--- src/rtl/cs_pkg.sv ---
package cs_pkg;
  typedef enum logic [1:0] {
    CS_SLEEP  = 2'd0,
    CS_SETTLE = 2'd1,
    CS_RUN    = 2'd2,
    CS_FAULT  = 2'd3
  } cs_state_e;
endpackage

--- src/rtl/cs_sync.sv ---
module cs_sync #(
  parameter int          W       = 3,
  parameter int          STAGES  = 2,
  parameter logic [W-1:0] RST_VAL = '0
) (
  input  logic         clk,
  input  logic         rst_n,
  input  logic [W-1:0] d,
  output logic [W-1:0] q
);
  logic [STAGES-1:0][W-1:0] pipe;

  always_ff @(posedge clk or negedge rst_n) begin
    if (!rst_n) begin
      for (int i = 0; i < STAGES; i++) pipe[i] <= RST_VAL;
    end else begin
      pipe[0] <= d;
      for (int i = 1; i < STAGES; i++) pipe[i] <= pipe[i-1];
    end
  end

  assign q = pipe[STAGES-1];
endmodule

--- src/rtl/cs_phase.sv ---
module cs_phase
  import cs_pkg::*;
#(
  parameter int SETTLE_CYC  = 3125,
  parameter int TIMEOUT_CYC = 4375
) (
  input  logic      clk,
  input  logic      rst_n,
  input  logic      sleep_s,
  input  logic      short_s,
  input  logic      lock,
  output cs_state_e state_o,
  output logic      late_o
);
  localparam int CW = $clog2(TIMEOUT_CYC);
  localparam logic [CW-1:0] SET_LAST = CW'(SETTLE_CYC - 1);
  localparam logic [CW-1:0] TO_LAST  = CW'(TIMEOUT_CYC - 1);

  cs_state_e     state_q, state_d;
  logic [CW-1:0] cnt_q, cnt_d;
  logic          late_q, late_d;

  always_comb begin
    state_d = state_q;
    cnt_d   = cnt_q;
    late_d  = late_q;
    case (state_q)
      CS_SLEEP: begin
        cnt_d  = '0;
        late_d = 1'b0;
        if (!sleep_s) state_d = CS_SETTLE;
      end
      CS_SETTLE: begin
        if (cnt_q != TO_LAST) cnt_d = cnt_q + 1'b1;
        if (sleep_s)                          state_d = CS_SLEEP;
        else if (short_s)                     state_d = CS_FAULT;
        else if ((cnt_q >= SET_LAST) && lock) state_d = CS_RUN;
        else if (cnt_q == TO_LAST)            late_d  = 1'b1;
      end
      CS_RUN: begin
        if (sleep_s)      state_d = CS_SLEEP;
        else if (short_s) state_d = CS_FAULT;
      end
      CS_FAULT: begin
        if (sleep_s) state_d = CS_SLEEP;
      end
      default: state_d = CS_SLEEP;
    endcase
  end

  always_ff @(posedge clk or negedge rst_n) begin
    if (!rst_n) begin
      state_q <= CS_SLEEP;
      cnt_q   <= '0;
      late_q  <= 1'b0;
    end else begin
      state_q <= state_d;
      cnt_q   <= cnt_d;
      late_q  <= late_d;
    end
  end

  assign state_o = state_q;
  assign late_o  = late_q;
endmodule

--- src/rtl/cs_gap.sv ---
module cs_gap #(
  parameter int RELEASE_CYC = 41
) (
  input  logic clk,
  input  logic rst_n,
  input  logic active,
  input  logic mod_s,
  output logic hold_o
);
  localparam int RW = $clog2(RELEASE_CYC + 1);
  localparam logic [RW-1:0] RLOAD = RW'(RELEASE_CYC);

  logic [RW-1:0] cnt_q, cnt_d;
  logic          cnt_en;

  assign cnt_en = !active || mod_s || (cnt_q != '0);

  always_comb begin
    if (!active)             cnt_d = '0;
    else if (mod_s)          cnt_d = RLOAD;
    else if (cnt_q != '0)    cnt_d = cnt_q - 1'b1;
    else                     cnt_d = cnt_q;
  end

  always_ff @(posedge clk or negedge rst_n) begin
    if (!rst_n)      cnt_q <= '0;
    else if (cnt_en) cnt_q <= cnt_d;
  end

  assign hold_o = active && (mod_s || (cnt_q != '0));
endmodule

--- src/rtl/carrier_seq.sv ---
module carrier_seq
  import cs_pkg::*;
#(
  parameter int SYNC_STAGES = 2,
  parameter int SETTLE_CYC  = 3125,
  parameter int TIMEOUT_CYC = 4375,
  parameter int RELEASE_CYC = 41
) (
  input  logic clk,
  input  logic rst_n,
  input  logic sleep_req,
  input  logic mod_req,
  input  logic short_det,
  input  logic pll_lock,
  input  logic one_sided,
  output logic ant_a_en,
  output logic ant_b_en,
  output logic chain_hold,
  output logic rclk_en,
  output logic lock_late
);
  localparam int NSYNC = 3;

  logic [1:0]       rst_pipe;
  logic             rst_l;
  logic [NSYNC-1:0] async_in, sync_out;
  logic             sleep_s, mod_s, short_s;
  cs_state_e        state;
  logic             field_on;

  always_ff @(posedge clk or negedge rst_n) begin
    if (!rst_n) rst_pipe <= 2'b00;
    else        rst_pipe <= {rst_pipe[0], 1'b1};
  end
  assign rst_l = rst_pipe[1];

  assign async_in = {short_det, mod_req, sleep_req};

  cs_sync #(
    .W      (NSYNC),
    .STAGES (SYNC_STAGES),
    .RST_VAL(3'b001)
  ) u_sync (
    .clk  (clk),
    .rst_n(rst_l),
    .d    (async_in),
    .q    (sync_out)
  );

  assign sleep_s = sync_out[0];
  assign mod_s   = sync_out[1];
  assign short_s = sync_out[2];

  cs_phase #(
    .SETTLE_CYC (SETTLE_CYC),
    .TIMEOUT_CYC(TIMEOUT_CYC)
  ) u_phase (
    .clk    (clk),
    .rst_n  (rst_l),
    .sleep_s(sleep_s),
    .short_s(short_s),
    .lock   (pll_lock),
    .state_o(state),
    .late_o (lock_late)
  );

  assign field_on = (state == CS_SETTLE) || (state == CS_RUN);

  cs_gap #(
    .RELEASE_CYC(RELEASE_CYC)
  ) u_gap (
    .clk   (clk),
    .rst_n (rst_l),
    .active(field_on),
    .mod_s (mod_s),
    .hold_o(chain_hold)
  );

  assign ant_a_en = field_on && !mod_s;
  assign ant_b_en = field_on && !mod_s && !one_sided;
  assign rclk_en  = (state == CS_RUN);
endmodule

--- config.mk ---
export PLATFORM = sky130hd
export DESIGN_NAME = carrier_seq
export DESIGN_NICKNAME = d
export VERILOG_FILES = /design/src/rtl/cs_pkg.sv /design/src/rtl/cs_sync.sv /design/src/rtl/cs_phase.sv /design/src/rtl/cs_gap.sv /design/src/rtl/carrier_seq.sv
export SDC_FILE = /design/constraint.sdc
export NUM_CORES = 1
export LEC_CHECK = 0
export CORE_MARGIN = 3
export CORE_UTILIZATION = 51
export DETAILED_ROUTE_END_ITERATION = 12
export PLACE_DENSITY = 0.74
export SLEW_MARGIN = 20
export SYNTH_ARGS = -nofsm -noshare
export SYNTH_HDL_FRONTEND = slang
export SYNTH_SLANG_ARGS = --single-unit
--- constraint.sdc ---
create_clock -name clk -period 1.6 [get_ports clk]
set_input_delay 0.48 -clock clk [delete_from_list [all_inputs] [get_ports clk]]
set_output_delay 0.48 -clock clk [all_outputs]
set_load 0.005 [all_outputs]
==> impl_metrics.yaml <==
yosys:
  synth_edf_count: 0
  ys_async_sr_fraction_pct: 100
  yosys-top-cells-count: "dfrtp_1 (28), nand2_1 (14), nor2_1 (13), inv_1 (12), nand3_1 (11)"
  yosysSeqAreaShare_pct: 49.6
  yosysWarnings: 0
  synth.top_cell.area_share_pct: 46.2
  synthFlopType: "dfrtp_1"
  netlist.top_cell.by_area: "dfrtp_1"
  netlist_top_cells_area: "dfrtp_1 (46%), ha_1 (6.6%), nand3_1 (3.6%)"
  ys_ff_latch: 30
  synth.most_common_cell: "dfrtp_1"
  syn_nets: 171
  ys_types: 37
  netlist_area_um2: 1520
  postSynthCellCount: 156
  avgSynthCellArea_um2: 9.73
clock_network:
  cts_max_path_buffers: 2
  clock-sinks: 30
  cts_buffers: 5
  cts-hold-fix-buffers: 0
  htree_num_levels: 2
  cts-root-buf: "clkbuf_4"
  insertion_delay_ns: 0.32
  cts_tree: "yes"
  path_clk_slew_ns: 0.10
flow_run:
  cap_violations: 0
min_path:
  hold_path_class: "register to async pin"
die:
  io_pins: 12
  die_h_um: 60.6
  die_area_um2: 3670
  core-area_um2: 2810
  die_w_um: 60.6
  start_util_pct: 54.1
  rows: 19
worst_setup_path:
  end_kind: "output pin"
  crit_required_ns: 1.12
  cp_max_fo: 3
  crit_chain: "inv_2 -> ha_4 -> a21boi_1 -> buf_2"
  crit_slowest_cell: "dfrtp_1"
  critPathMaxStageDelay_ns: 0.40
  startpoint: "u_phase.state_o[0]"
  start_kind: "register"
  r2r_start: "u_phase.state_o[0]"
  crit_type: "register to output pin"
  cp_num_buf_inv: 2
  arrival_ns: 1.39
  crit_family: "flip-flops"
power_and_ir_drop:
  p_leak_uw: 0.000970
  p_sw_share_pct: 36.7
  pwr-share-clk_pct: 13.6
  power.density_nw_per_um2: 1600
  netSwitchingPower_uw: 1250
  comb_power_share_pct: 56.1
  internal_power_uw: 2150
  total_power_uw: 3400
  p_seq_share_pct: 30.2
  ir_drop_v: 0.00102
placement:
  hpwl_um: 2320
  gp_congestion: 0.852
  port_buffers: 11
  dpl_cell_area_um2: 1860
  dp.cells: 221
sta:
  fin_crit_sh_pct: 117
  final.setup.worst_slack_ns: -0.268
  maxSlewViolCount: 0
  finClkSkew_ns: 0.0130
  hold_ws_ns: 0.0999
  rsz0062_at_grt: "true"
  tns_ns: -1.15
  finalSetupViolCount: 8
  hold_violations: 0
  max_freq_ghz: 0.535
  min_period_ns: 1.87
grt:
  grt_max_degree: 23
  antenna_found_initial: 0
  grt_usage_pct: 20.2
  grt_overflow: 0
  grt_pass1_wl_um: 5460
  grt_pass1_vias: 1285
final_layout:
  fin_cells: 237
  n_antenna_cell: 0
  num-nets-final: 220
  finish.instance_area_um2: 2120
  syn_to_final_growth_pct: 39.7
  n_fill_cell: 189
  drive_gt1_share_pct: 36.9
drt:
  wl_per_cell_um: 14.4
  dr.pass1.iters: 4
  drc: 0
  dr.first_iter.drc_count: 33
  vias: 1263
  antenna_left: 0
  wl_um: 3410
  via_per_inst: 5.33
run_status:
  violations: "negative setup slack"
  status: "finished, violations left"
-- sequential cells by signal (all words and copies together) (netlist names) --
signal and cells:
rst_pipe 2, u_sync.q 3, u_phase.late_o 1, u_phase.cnt_q 13, u_phase.state_o 2, u_gap.cnt_q 6
u_sync.pipe 3
-- final cells by class --
class                      instances  area, um^2  area share, %
clock buffer                       7        55.1           2.60
clock inverter                     1        5.00          0.236
sequential                        30         754           35.6
tap                               31        38.8           1.83
timing repair buffer              46         378           17.8
inverter                          12        45.0           2.13
multi-input combinational        110         843           39.8
-- cell families (layout without fill, tap and decap cells) --
group | count (synthesis) | after routing | synth area share [%]
other | 1 | 1 | 0.247
xor gates and xnor gates | 6 | 6 | 3.46
adders and majority gates | 8 | 8 | 6.60
buffers and inverters | 16 | 66 | 4.45
DFF | 30 | 30 | 49.6
muxes | 1 | 1 | 0.660
and+or+nand+nor | 65 | 65 | 22.6
AOI/OAI and AO/OA | 29 | 29 | 12.4
-- layout by cell type, fill, tap and decap left out, types with 6 or more instances in the layout --
cell type and count:
dfrtp_1 27, and3_1 6, a21oi_1 6, buf_4 31, inv_1 7, nor2_1 10, nand3_1 11, buf_6 6
nand2_1 10, o21ai_0 7
-- power groups by stage --
stage	Combinational (uW)	Clock [uW]	Sequential, uW
2_1_floorplan	825	0	1030
6_report	1910	463	1030
5_1_grt	2070	517	1040
3_5_place_dp	1450	0	1030
4_1_cts	1760	473	1030
3_3_place_gp	1380	0	1020
-- worst paths after layout --
check                                endpoint  slack [ns]  cells past startpoint
setup / recovery                   chain_hold       -0.27                      4
hold / removal                 u_sync.pipe[1]         0.1                      0
setup reg to reg           u_phase.state_o[0]       -0.20                      7
hold reg to reg                u_sync.pipe[1]         0.1                      0
max in group asynchronous         u_sync.q[0]        0.89                      1
min in group clk                  u_sync.q[2]        0.36                      0
-- worst reg2reg max path: stages (launching register included) --
cell and delay (ns):
dfrtp_1 0.42, buf_4 0.15, buf_6 0.12, ha_4 0.16
nor2b_1 0.12, a221o_1 0.28, and2_4 0.16, o32a_1 0.28
-- what timing repair did --
item / 4_1_cts / 5_1_grt
resized for setup: 47 / 14
pin swaps: 9 / 13
gates cloned: 0 / 0
buffers inserted: 5 / 4
setup endpoints to repair: 15 / 16
-- stage by stage --
step                      utilization [%]  worst slack (ns)
after global placement               66.2            -0.505
after floorplan                         -           -0.0156
after CTS                            73.4            -0.338
final                                75.6            -0.268
after detailed placement             66.2            -0.530
after global routing                 75.6            -0.322
-- layer usage --
layer	vias to the layer above	GRT usage [%]	share of wire, %
met5	-	0	0
met4	0	5.88	0.67
met3	4	5.11	2.8
met2	18	35.0	51
met1	604	25.0	46
li1	637	-	-
No activity file was read; power rests on OpenSTA's default activity.
